## src/rtl/hdlc_rx_pkg.sv

```systemverilog
package hdlc_rx_pkg;

  typedef enum logic [1:0] {
    ST_HUNT  = 2'd0,  // looking for an opening delimiter
    ST_OPEN  = 2'd1,  // collecting frame bits
    ST_HOLD  = 2'd2,  // frame ended, waiting for acknowledge
    ST_ABORT = 2'd3   // aborted, waiting for receiver reset
  } rx_state_e;

  localparam int STAT_OVF_BIT = 6;
  localparam int STAT_CRC_BIT = 5;
  localparam int STAT_ABT_BIT = 4;

endpackage

```

## src/rtl/hdlc_rx_deframer.sv

```systemverilog
module hdlc_rx_deframer #(
  parameter int BYTE_W = 8,  // must be a power of two
  parameter int RUN    = 5   // ones before a stuffed zero
) (
  input  logic              clk,
  input  logic              rst,
  input  logic              clr,
  input  logic              collect,
  input  logic              bit_in,
  input  logic              bit_vld,
  output logic              flag_ev,
  output logic              abort_ev,
  output logic              pop_vld,
  output logic              pop_bit,
  output logic              data_seen,
  output logic              aligned,
  output logic              wr_en,
  output logic [BYTE_W-1:0] wr_data
);
  localparam int DLY    = RUN + 1;           // delimiter bits that reach the data path
  localparam int CNT_W  = $clog2(RUN + 3);
  localparam int FILL_W = $clog2(DLY + 1);
  localparam int PH_W   = $clog2(BYTE_W);

  logic [CNT_W-1:0]  ones_q;
  logic [DLY-1:0]    dly_q;
  logic [FILL_W-1:0] fill_q;
  logic [BYTE_W-1:0] sr_q;
  logic [PH_W-1:0]   ph_q;
  logic              push;
  logic              restart;

  // Line events are decoded from the run of ones seen so far.
  assign flag_ev  = bit_vld && !bit_in && (ones_q == CNT_W'(RUN + 1));
  assign abort_ev = bit_vld &&  bit_in && (ones_q == CNT_W'(RUN + 1));
  assign push     = bit_vld && collect && (ones_q < CNT_W'(RUN));
  assign pop_vld  = push && (fill_q == FILL_W'(DLY));
  assign pop_bit  = dly_q[DLY-1];
  assign aligned  = (ph_q == '0);
  assign restart  = clr || flag_ev || abort_ev;

  always_ff @(posedge clk) begin
    if (rst || clr) begin
      ones_q <= '0;
    end else if (bit_vld) begin
      if (!bit_in)                           ones_q <= '0;
      else if (ones_q != CNT_W'(RUN + 2))    ones_q <= ones_q + 1'b1;
    end
  end

  always_ff @(posedge clk) begin
    if (rst || restart) begin
      fill_q    <= '0;
      ph_q      <= '0;
      data_seen <= 1'b0;
      wr_en     <= 1'b0;
      dly_q     <= '0;
      sr_q      <= '0;
    end else begin
      wr_en <= 1'b0;
      if (push) begin
        dly_q <= {dly_q[DLY-2:0], bit_in};
        if (fill_q != FILL_W'(DLY)) fill_q <= fill_q + 1'b1;
      end
      if (pop_vld) begin
        sr_q      <= {pop_bit, sr_q[BYTE_W-1:1]};
        ph_q      <= ph_q + 1'b1;
        data_seen <= 1'b1;
        if (ph_q == PH_W'(BYTE_W - 1)) begin
          wr_en   <= 1'b1;
          wr_data <= {pop_bit, sr_q[BYTE_W-1:1]};
        end
      end
    end
  end

endmodule

```

## src/rtl/hdlc_rx_crc.sv

```systemverilog
module hdlc_rx_crc #(
  parameter int           W    = 16,
  parameter logic [W-1:0] POLY = 16'h8408,  // reflected generator
  parameter logic [W-1:0] INIT = '1
) (
  input  logic         clk,
  input  logic         rst,
  input  logic         init,
  input  logic         en,
  input  logic         d,
  output logic [W-1:0] crc
);
  always_ff @(posedge clk) begin
    if (rst || init)
      crc <= INIT;
    else if (en)
      crc <= (crc >> 1) ^ ((crc[0] ^ d) ? POLY : '0);
  end
endmodule

```

## src/rtl/hdlc_rx_ctrl.sv

```systemverilog
module hdlc_rx_ctrl
  import hdlc_rx_pkg::*;
#(
  parameter int              CRC_W       = 16,
  parameter logic [CRC_W-1:0] CRC_RESIDUE = 16'hF0B8,
  parameter int              STAT_W      = 8,
  parameter logic [STAT_W-1:0] STAT_RESET = 8'h20
) (
  input  logic              clk,
  input  logic              rst,
  input  logic              cmd_ack,
  input  logic              cmd_rrst,
  input  logic              flag_ev,
  input  logic              abort_ev,
  input  logic              data_seen,
  input  logic              aligned,
  input  logic [CRC_W-1:0]  crc,
  input  logic              wr_en,
  input  logic              fifo_full,
  output logic              collect,
  output logic [STAT_W-1:0] status,
  output logic              irq_eom,
  output logic              irq_ovf
);
  rx_state_e state_q;
  logic      ovf_q, crc_err_q, abt_q;

  assign collect = (state_q == ST_OPEN);

  always_comb begin
    status               = '0;
    status[STAT_OVF_BIT] = ovf_q;
    status[STAT_CRC_BIT] = crc_err_q;
    status[STAT_ABT_BIT] = abt_q;
  end

  always_ff @(posedge clk) begin
    if (rst || cmd_rrst) begin
      state_q   <= ST_HUNT;
      ovf_q     <= STAT_RESET[STAT_OVF_BIT];
      crc_err_q <= STAT_RESET[STAT_CRC_BIT];
      abt_q     <= STAT_RESET[STAT_ABT_BIT];
      irq_eom   <= 1'b0;
      irq_ovf   <= 1'b0;
    end else begin
      case (state_q)
        ST_HUNT: if (flag_ev) state_q <= ST_OPEN;
        ST_OPEN: begin
          if (abort_ev) begin
            state_q <= ST_ABORT;
            abt_q   <= 1'b1;
            irq_eom <= 1'b1;
          end else if (flag_ev && data_seen) begin
            state_q   <= ST_HOLD;
            crc_err_q <= !(aligned && (crc == CRC_RESIDUE));
            abt_q     <= 1'b0;
            irq_eom   <= 1'b1;
          end
        end
        ST_HOLD: if (cmd_ack) begin
          state_q <= ST_HUNT;
          irq_eom <= 1'b0;
        end
        ST_ABORT: if (cmd_ack) irq_eom <= 1'b0;
        default: state_q <= ST_HUNT;
      endcase
      if (cmd_ack) irq_ovf <= 1'b0;
      if (wr_en && fifo_full) begin
        ovf_q   <= 1'b1;
        irq_ovf <= 1'b1;
      end
    end
  end

endmodule

```

## src/rtl/hdlc_rx_status.sv

```systemverilog
module hdlc_rx_status #(
  parameter int                BYTE_W      = 8,
  parameter int                STUFF_RUN   = 5,
  parameter int                CRC_W       = 16,
  parameter logic [CRC_W-1:0]  CRC_POLY    = 16'h8408,
  parameter logic [CRC_W-1:0]  CRC_RESIDUE = 16'hF0B8,
  parameter int                STAT_W      = 8,
  parameter logic [STAT_W-1:0] STAT_RESET  = 8'h20
) (
  input  logic              clk,
  input  logic              rst,
  input  logic              rx_bit,
  input  logic              rx_bit_vld,
  input  logic              fifo_full,
  output logic              fifo_wr,
  output logic [BYTE_W-1:0] fifo_wdata,
  input  logic              cmd_ack,
  input  logic              cmd_rrst,
  output logic [STAT_W-1:0] status,
  output logic              irq_eom,
  output logic              irq_ovf
);
  logic             collect, flag_ev, abort_ev, pop_vld, pop_bit;
  logic             data_seen, aligned;
  logic [CRC_W-1:0] crc;

  hdlc_rx_deframer #(.BYTE_W(BYTE_W), .RUN(STUFF_RUN)) u_deframer (
    .clk       (clk),
    .rst       (rst),
    .clr       (cmd_rrst),
    .collect   (collect),
    .bit_in    (rx_bit),
    .bit_vld   (rx_bit_vld),
    .flag_ev   (flag_ev),
    .abort_ev  (abort_ev),
    .pop_vld   (pop_vld),
    .pop_bit   (pop_bit),
    .data_seen (data_seen),
    .aligned   (aligned),
    .wr_en     (fifo_wr),
    .wr_data   (fifo_wdata)
  );

  hdlc_rx_crc #(.W(CRC_W), .POLY(CRC_POLY)) u_crc (
    .clk  (clk),
    .rst  (rst),
    .init (flag_ev || abort_ev || cmd_rrst),
    .en   (pop_vld),
    .d    (pop_bit),
    .crc  (crc)
  );

  hdlc_rx_ctrl #(
    .CRC_W(CRC_W), .CRC_RESIDUE(CRC_RESIDUE),
    .STAT_W(STAT_W), .STAT_RESET(STAT_RESET)
  ) u_ctrl (
    .clk       (clk),
    .rst       (rst),
    .cmd_ack   (cmd_ack),
    .cmd_rrst  (cmd_rrst),
    .flag_ev   (flag_ev),
    .abort_ev  (abort_ev),
    .data_seen (data_seen),
    .aligned   (aligned),
    .crc       (crc),
    .wr_en     (fifo_wr),
    .fifo_full (fifo_full),
    .collect   (collect),
    .status    (status),
    .irq_eom   (irq_eom),
    .irq_ovf   (irq_ovf)
  );

endmodule

```

## config.mk

```make
export PLATFORM = sky130hd
export DESIGN_NAME = hdlc_rx_status
export DESIGN_NICKNAME = d
export VERILOG_FILES = /design/src/rtl/hdlc_rx_pkg.sv /design/src/rtl/hdlc_rx_deframer.sv /design/src/rtl/hdlc_rx_crc.sv /design/src/rtl/hdlc_rx_ctrl.sv /design/src/rtl/hdlc_rx_status.sv
export SDC_FILE = /design/constraint.sdc
export NUM_CORES = 1
export LEC_CHECK = 0
export ABC_AREA = 1
export ABC_CLOCK_PERIOD_IN_PS = 2350
export BUFFER_PORTS_ARGS = -buffer_cell sky130_fd_sc_hd__buf_4
export CAP_MARGIN = 20
export CORE_MARGIN = 3
export CORE_UTILIZATION = 37
export CTS_CLUSTER_DIAMETER = 100
export DETAILED_ROUTE_END_ITERATION = 10
export HOLD_SLACK_MARGIN = 0.02
export PLACE_DENSITY = 0.57
export SLEW_MARGIN = 5
export SYNTH_ARGS = -nofsm -noshare
export SYNTH_HDL_FRONTEND = slang
export SYNTH_SLANG_ARGS = --single-unit
export TNS_END_PERCENT = 5
```

## constraint.sdc

```tcl
create_clock -name clk -period 2.35 [get_ports clk]
set_input_delay 0.47 -clock clk [delete_from_list [all_inputs] [get_ports clk]]
set_output_delay 0.47 -clock clk [all_outputs]
set_load 0.01 [all_outputs]
```

==> flow_summary.toml, run 1 <==
[status]
outcome = "complete, no violations"

[timing]
fin_crit_sh = 0.732
fin_tns_setup_ns = 0
fin_skew_ns = 0.00492
setup_violations = 0
finalHoldViolations = 0
hold_ws_ns = 0.426
worst_slack_ns = 0.630
rsz0062_at_grt = "no"
maxSlewViolCount = 0
fmax_mhz = 581
period_minus_slack_ns = 1.72

[drt]
dr_wl_met3_microns = 157
drc_errors = 0
vias = 1832
dr.max_layer_used = "met4"
totalWireLength_microns = 4140
ant_nets = 0
drtIter0Drc = 110
avgRoutedWirePerCell_microns = 10.2
wl_met2_microns = 1830
wl_met1_microns = 2080
vias_per_cell = 4.50
first_pass_iters = 4

[min_path]
holdPathStages = 4
hold_class = "in -> reg"
hold_start = "rst"
hold-path-endpoint = "u_ctrl.state_q[0]$_SDFFE_PP0P_"

[pwr]
pwr_density_cell_nw_per_um2 = 588
switching_share = 0.239
pwr-share-clk = 0.363
intPower_uw = 1190
p_leak_uw = 0.00132
irDropWorstVdd_mv = 0.267
combPwrFrac = 0.026
pwr-share-seq = 0.611
power.total_uw = 1560
power.switching_uw = 371

[yosys]
synth_compound_area_frac = 0.0569
synthXorXnorAreaFrac = 0.0110
synth_top_family_by_area = "simple AND/OR/NAND/NOR gates"
ys_types = 24
yosysSeqAreaShare = 0.493
synthesis.instances = 313
yosys-top-cells-area = "dfxtp_1 (39%), nand2_1 (14%), edfxtp_1 (10%)"
yosysTopAreaCell = "dfxtp_1"
muxShareOfSynthArea = 0
avgSynthCellArea_sq_um = 7.65
ys_seq_elements = 55
syn_area_sq_um = 2390
synthSimpleGateAreaFrac = 0.284
synth_top_area_frac = 0.393
yosysWarningCount = 0
synth_adder_area_share = 0.0418

[worst_setup_path]
cp.arrival_ns = 1.76
crit_path_end_kind = "register"
cp_max_fo = 8
crit_slowest_cell = "dfxtp_1"
worstSetupPathType = "reg -> reg"
timing.rr.end = "u_deframer.wr_data[3]$_DFFE_PP_"
critPathMaxStageDelay_ns = 0.40
startpoint_type = "register"
crit_top_cell = "nand2_1"
path_cells = "inv_1, ha_1, nand2_1, inv_1, nand2_1, nand2_1, inv_2, nand2_1, nor2_1, buf_4"
r2r-start = "u_deframer.ones_q[0]$_SDFFE_PP0P_"
required_ns = 2.39
rr_worst_depth = 10
r2r_setup_slack_ns = 0.63

[clocking]
cts_buffers = 5
cts_tree = "built"
cts_sinks = 55
cts.clk_slew.worst_paths_ns = 0.11
cts_hold_buf = 0
insertion_delay_ns = 0.32
postCtsSetupBuffers = 0
cts_buffer_depth = 2
clockRootBuffer = "clkbuf_8"
htree_levels = 2
cts_resized = 0

[global_route]
grtUsageTotal = 0.117
antenna_found_initial = 0
grt_pass1_wl_microns = 7000
first_global_vias = 1590
grt_overflow = 0
grt_max_degree = 38

[die]
die_h_microns = 86.5
start_util = 0.393
fp.dieW_microns = 86.5
ios = 26
dieArea_sq_um = 7470
row_count = 28
core_sq_um = 6100

[placement]
dp_slack_ns = 0.629
gp_congestion = 0.790
place_hpwl_microns = 2890
portBuffers = 20

[final_layout]
num-nets-final = 346
drive_above_1_share = 0.111
fin_util = 0.434
syn_to_final_growth_pct = 10.6
num_antenna_cells = 0

[flow_run]
drv_cap = 0
routing by layer:
layer / track usage / vias to the layer above
met4: 0.0467 / 0
met2: 0.179 / 37
met5: 0 / -
met3: 0.0295 / 6
li1: - / 993
met1: 0.157 / 796
logic make-up (layout without fill, tap and decap cells):
logic type / count (synthesis) / after routing
flops: 55 / 55
buf+inv: 53 / 68
compound gates: 26 / 26
other cells: 1 / 5
xor+xnor: 3 / 3
simple gates: 167 / 167
fa+ha+maj: 8 / 8
power groups by stage:
stage	sequential, uW	clock [uW]	combinational (uW)
2_1_floorplan	973	0	31.2
3_3_place_gp	973	0	40.6
3_5_place_dp	973	0	40.3
4_1_cts	952	585	40.5
5_1_grt	952	622	45.9
6_report	952	565	40.1
layout make-up:
type	instances	area, sq um
tap	75	93.8
inverter	36	135
clock inverter	3	27.5
timing repair buffer	24	180
clock buffer	5	68.8
multi-input combinational	209	961
fill	657	3450
sequential	55	1180
placed cells by master (no fill, tap or decap), types with 5 or more instances in the layout:
cell,instances
ha_1,8
edfxtp_1,8
nor2_1,47
nand2_1,87
dfxtp_1,47
conb_1,5
clkbuf_8,5
a21oi_1,12
o21ai_0,10
buf_4,24
inv_1,35
nand3_1,27
how the worst max path moves through the flow:
| stage | from | endpoint | slack [ns] | cells past startpoint |
|---|---|---|---|---|
| final | u_deframer.ones_q[0]$_SDFFE_PP0P_ | u_deframer.wr_data[3]$_DFFE_PP_ | 0.63 | 10 |
| after global routing | u_deframer.ones_q[0]$_SDFFE_PP0P_ | u_deframer.dly_q[3]$_SDFFE_PP0P_ | 0.36 | 10 |
| after detailed placement | u_deframer.ones_q[0]$_SDFFE_PP0P_ | u_deframer.wr_data[2]$_DFFE_PP_ | 0.63 | 10 |
| after global placement | u_deframer.ones_q[0]$_SDFFE_PP0P_ | u_deframer.wr_data[1]$_DFFE_PP_ | 0.65 | 10 |
| after CTS | u_deframer.ones_q[0]$_SDFFE_PP0P_ | u_deframer.dly_q[3]$_SDFFE_PP0P_ | 0.62 | 10 |
| after floorplan | u_deframer.ones_q[0]$_SDFFE_PP0P_ | u_deframer.wr_data[0]$_DFFE_PP_ | 0.39 | 10 |
sequential cells by signal (all words and copies together), names as in the netlist, 2 cells and up:
register            cells
u_deframer.wr_data      8
u_crc.crc              16
u_ctrl.state_q          2
u_deframer.ph_q         3
u_deframer.fill_q       3
u_deframer.sr_q         7
u_deframer.ones_q       3
u_deframer.dly_q        6
worst max-delay path, delay by kind of cell, from the launching register on:
kind | cells | cell delay, ns
buffers and inverters | 4 | 0.41
AND/OR/NAND/NOR | 5 | 0.44
flip-flops | 1 | 0.40
adder cells (fa/ha/maj) | 1 | 0.19
synth_stat cells, drive strengths merged:
master,instances
nand2,88
nor2,49
dfxtp,47
inv,36
nand3,27
buf,17
a21oi,13
o21ai,12
edfxtp,8
ha,8
nand4,2
xor2,2
a21boi,1
conb,1
nor3,1
xnor2,1
metrics by stage:
stage	cells	instance area [sq um]
final	407	2650
after floorplan	317	2410
after global placement	399	2550
after global routing	407	2650
after CTS	407	2650
after detailed placement	399	2550
No activity file was read; power rests on OpenSTA's default activity.
==> run 2: changes to the inputs <==
Settings changed: ABC_CLOCK_PERIOD_IN_PS 2350 to 1800.
Clock period 2.35 ns to 1.8 ns, I/O delays scaled along.
==> flow_summary.toml, run 2 (synthesis gave the netlist of run 1 again) <==
[final_layout]
num_antenna_cells = 0
nFillCells = 641
num-nets-final = 349
seqCellArea_sq_um = 1180
finalInstanceArea_sq_um = 2680
final_cell_mix = "nand2_1 (86), nor2_1 (46), dfxtp_1 (46)"
syn_to_final_growth_pct = 11.9
reg_top3 = "u_crc.crc: 16 flops, u_deframer.wr_data: 8 flops, u_deframer.sr_q: 7 flops"
multi_input_area_sq_um = 971
layout_commonest_cell = "nand2_1"
drive_above_1_share = 0.128
top_register = "u_crc.crc"
largest_reg_flops = 16

[worst_setup_path]
crit_slowest_cell = "dfxtp_2"
crit_top_cell = "nand2_1"
cp_max_fo = 8
critical_path_buf_inv_count = 3
critPathMaxStageDelay_ns = 0.37
crit_path_end_kind = "register"
required_ns = 1.80
path_cells = "inv_1, ha_1, nand2_2, inv_1, nand2_1, nand2_1, inv_2, nand2_1, nor2_4"
worstSetupPathType = "reg -> reg"
cp.arrival_ns = 1.62
cp_top_family = "simple AND/OR/NAND/NOR gates"
startpoint_type = "register"

[global_route]
grt_max_degree = 33
grt_pass1_wl_microns = 7530
first_global_vias = 1687
antenna_found_initial = 0
grt_overflow = 0
grtUsageTotal = 0.123
grt_use_met3 = 0.0266
use_met2 = 0.202
use_met1 = 0.160
grt_busiest_layer = "met2"

[die]
die_h_microns = 86.5
dieArea_sq_um = 7470
start_util = 0.393
core_sq_um = 6100
ios = 26
fp.dieW_microns = 86.5
row_count = 28

[timing]
finalHoldViolations = 0
period_minus_slack_ns = 1.62
hold_ws_ns = 0.335
rsz0062_at_grt = "no"
worst_slack_ns = 0.175
fin_tns_setup_ns = 0
setup_violations = 0
fmax_mhz = 615
fin_skew_ns = 0.00705
fin_crit_sh = 0.903
maxSlewViolCount = 0

[clocking]
postCtsSetupBuffers = 0
clockRootBuffer = "clkbuf_8"
cts_tree = "built"
cts.clk_slew.worst_paths_ns = 0.10
cts_buffer_depth = 2
htree_levels = 2
insertion_delay_ns = 0.30
cts_buffers = 5
cts_sinks = 55

[drt]
avgRoutedWirePerCell_microns = 10.2
ant_nets = 0
drtIter0Drc = 124
first_pass_iters = 4
drc_errors = 0
totalWireLength_microns = 4190
vias = 1848
vias_per_cell = 4.51

[placement]
gp_congestion = 0.814
placed_area_sq_um = 2580
portBuffers = 20
place_hpwl_microns = 2950
dp_slack_ns = 0.129

[pwr]
irDropWorstVdd_mv = 0.563
pwr_density_cell_nw_per_um2 = 741
p_leak_uw = 0.00134

[status]
outcome = "complete, no violations"

[flow_run]
drv_cap = 0

[min_path]
hold_class = "in -> reg"
run 2: final cells by class:
class	instances	area share
Tap cell	75	0.0350
Clock inverter	3	0.00840
Timing Repair Buffer	27	0.0770
Clock buffer	5	0.0257
Inverter	36	0.0504
Sequential cell	55	0.441
Multi-Input combinational cell	209	0.362
run 2: what timing repair did:
action                     CTS  global route
resized for setup            0             3
hold buffers                 0             0
setup endpoints to repair    0            19
run 2: report_power, final:
| part | leakage [uW] | internal, uW | switching (uW) |
|---|---|---|---|
| registers | 0.000458 | 1240 | 1.01 |
| logic | 0.000829 | 20.1 | 36.9 |
| clock network | 0.0000485 | 280 | 407 |
run 2: tightest hold or removal path: cells and delay by family:
kind | cells | cell delay (ns)
buffers and inverters | 2 | 0.14
and+or+nand+nor | 1 | 0.05
AOI/OAI and AO/OA | 1 | 0.05
run 2: per-layer routing:
layer / vias to the layer above / routed length [microns]
met2: 24 / 1950
met5: - / 0
li1: 997 / -
met4: 0 / 53
met1: 823 / 2040
met3: 4 / 143
run 2: worst paths after layout:
path	slack [ns]	end	depth (start not counted)	startpoint
setup / recovery	0.18	u_deframer.wr_data[2]$_DFFE_PP_	9	u_deframer.ones_q[0]$_SDFFE_PP0P_
hold reg to reg	0.45	u_deframer.wr_data[0]$_DFFE_PP_	0	u_deframer.sr_q[1]$_SDFFE_PP0P_
setup reg to reg	0.18	u_deframer.wr_data[2]$_DFFE_PP_	9	u_deframer.ones_q[0]$_SDFFE_PP0P_
hold / removal	0.33	u_ctrl.irq_ovf$_SDFFE_PP0P_	4	cmd_ack
run 2: through the flow:
stage / instances / total power [uW] / utilization
after floorplan: 317 / 1310 / -
after global placement: 402 / 1330 / 0.423
after detailed placement: 402 / 1330 / 0.423
after CTS: 410 / 2020 / 0.438
after global routing: 410 / 2090 / 0.440
final: 410 / 1990 / 0.440
==> run 3: changes to the inputs <==
Settings changed: PLACE_DENSITY 0.57 to 0.63, SKIP_LAST_GASP from default to 1.
==> flow_summary.toml, run 3 (synthesis gave the netlist of run 1 again) <==
[status]
outcome = "complete, no violations"

[final_layout]
drive_above_1_share = 0.134
final_cell_mix = "nand2_1 (85), nor2_1 (46), dfxtp_1 (46)"
nFillCells = 635
fin_util = 0.444
top_register = "u_crc.crc"
reg_top3 = "u_crc.crc: 16 flops, u_deframer.wr_data: 8 flops, u_deframer.sr_q: 7 flops"
largest_reg_flops = 16
layout_commonest_cell = "nand2_1"
num-nets-final = 350
syn_to_final_growth_pct = 13.1
num_antenna_cells = 0

[drt]
drc_errors = 0
avgRoutedWirePerCell_microns = 9.90
drtIter0Drc = 81
vias = 1836
first_pass_iters = 4
vias_per_cell = 4.47
totalWireLength_microns = 4070
ant_nets = 0

[global_route]
first_global_vias = 1742
antenna_found_initial = 0
grt_use_met3 = 0.0257
grtUsageTotal = 0.117
use_met1 = 0.144
grt_max_degree = 22
grt_busiest_layer = "met2"
use_met2 = 0.204
grt_pass1_wl_microns = 7160
grt_overflow = 0

[worst_setup_path]
cp.arrival_ns = 1.61
required_ns = 1.80
cp_max_fo = 8
r2r-start = "u_deframer.ones_q[0]$_SDFFE_PP0P_"
cp_top_family = "simple AND/OR/NAND/NOR gates"
crit_slowest_cell = "dfxtp_2"
critical_path_buf_inv_count = 3
startpoint_type = "register"
worstSetupPathType = "reg -> reg"
timing.rr.end = "u_deframer.wr_data[6]$_DFFE_PP_"
critPathMaxStageDelay_ns = 0.33
r2r_setup_slack_ns = 0.20
rr_worst_depth = 9
path_cells = "inv_1, ha_1, nand2_2, inv_1, nand2_1, nand2_2, inv_2, nand2_1, nor2_4"
crit_path_end_kind = "register"

[clocking]
cts_sinks = 55
insertion_delay_ns = 0.30
clockRootBuffer = "clkbuf_8"
cts_buffers = 5
cts_tree = "built"
cts.clk_slew.worst_paths_ns = 0.10
postCtsSetupBuffers = 0
cts_buffer_depth = 2
htree_levels = 2

[timing]
fin_crit_sh = 0.891
fin_tns_setup_ns = 0
finalHoldViolations = 0
period_minus_slack_ns = 1.60
fin_skew_ns = 0.00955
rsz0062_at_grt = "no"
setup_violations = 0
fmax_mhz = 623
maxSlewViolCount = 0

[die]
row_count = 28
dieArea_sq_um = 7470
start_util = 0.393
ios = 26
die_h_microns = 86.5
fp.dieW_microns = 86.5
core_sq_um = 6100

[placement]
gp_congestion = 0.782
place_hpwl_microns = 2970
portBuffers = 20

[min_path]
hold_start = "cmd_ack"
hold-path-endpoint = "u_ctrl.irq_ovf$_SDFFE_PP0P_"
hold_class = "in -> reg"
holdPathStages = 4

[flow_run]
drv_cap = 0

[pwr]
p_leak_uw = 0.00135
irDropWorstVdd_mv = 0.400
pwr_density_cell_nw_per_um2 = 777
run 3: cell count changes in the layout (fill, tap and decap cells not counted), sizes merged:
cell    before  now
inv         37   36
bufinv       0    1
buf         27   28
run 3: how the worst max path moves through the flow:
stage,startpoint,to,cells after the start
floorplan,u_deframer.ones_q[0]$_SDFFE_PP0P_,u_deframer.wr_data[0]$_DFFE_PP_,10
global placement,u_deframer.ones_q[0]$_SDFFE_PP0P_,u_deframer.wr_data[0]$_DFFE_PP_,9
detailed placement,u_deframer.ones_q[0]$_SDFFE_PP0P_,u_deframer.wr_data[0]$_DFFE_PP_,9
CTS,u_deframer.ones_q[0]$_SDFFE_PP0P_,u_deframer.wr_data[2]$_DFFE_PP_,9
global route,u_deframer.ones_q[0]$_SDFFE_PP0P_,u_deframer.wr_data[6]$_DFFE_PP_,9
finish,u_deframer.ones_q[0]$_SDFFE_PP0P_,u_deframer.wr_data[6]$_DFFE_PP_,9
run 3: metal layers:
| layer | share of wire | routed length, microns |
|---|---|---|
| met5 | 0 | 0 |
| met4 | 0.0052 | 21 |
| met1 | 0.48 | 1970 |
| met2 | 0.47 | 1910 |
| met3 | 0.042 | 171 |
run 3: worst register-to-register path: stages, from the launching register on:
cell and delay [ns]:
dfxtp_2 0.33, inv_1 0.05, ha_1 0.20, nand2_2 0.09, inv_1 0.05, nand2_1 0.06
nand2_2 0.09, inv_2 0.08, nand2_1 0.10, nor2_4 0.25
run 3: timing repair:
item / CTS / global route
hold endpoints to repair: 0 / 0
resized for setup: 0 / 3
hold buffers: 0 / 0
setup endpoints to repair: 0 / 8
run 3: cell type report:
type,instances,area (sq um),area share
Tap cell,75,93.8,0.0347
Clock inverter,3,43.8,0.0162
Clock buffer,5,68.8,0.0254
Sequential cell,55,1180,0.437
Inverter,36,135,0.0499
Multi-Input combinational cell,209,973,0.360
Timing Repair Buffer,28,210,0.0776
run 3: through the flow:
step | instance area, sq um | cells | hold slack [ns] | total power [uW] | worst slack [ns]
6_report | 2710 | 411 | 0.319 | 2100 | 0.196
5_1_grt | 2710 | 411 | 0.326 | 2180 | 0.0160
4_1_cts | 2700 | 411 | 0.317 | 2130 | 0.108
3_5_place_dp | 2590 | 403 | 0.424 | 1330 | 0.120
3_3_place_gp | 2590 | 403 | 0.414 | 1330 | 0.177
2_1_floorplan | 2420 | 317 | 0.408 | 1310 | 0.0571
run 3: report_power, final:
part / leakage [uW] / internal (uW) / switching (uW)
Sequential: 0.000458 / 1240 / 0.427
Combinational: 0.000835 / 20.6 / 37.2
Clock: 0.0000581 / 415 / 390
Total: 0.00135 / 1680 / 428
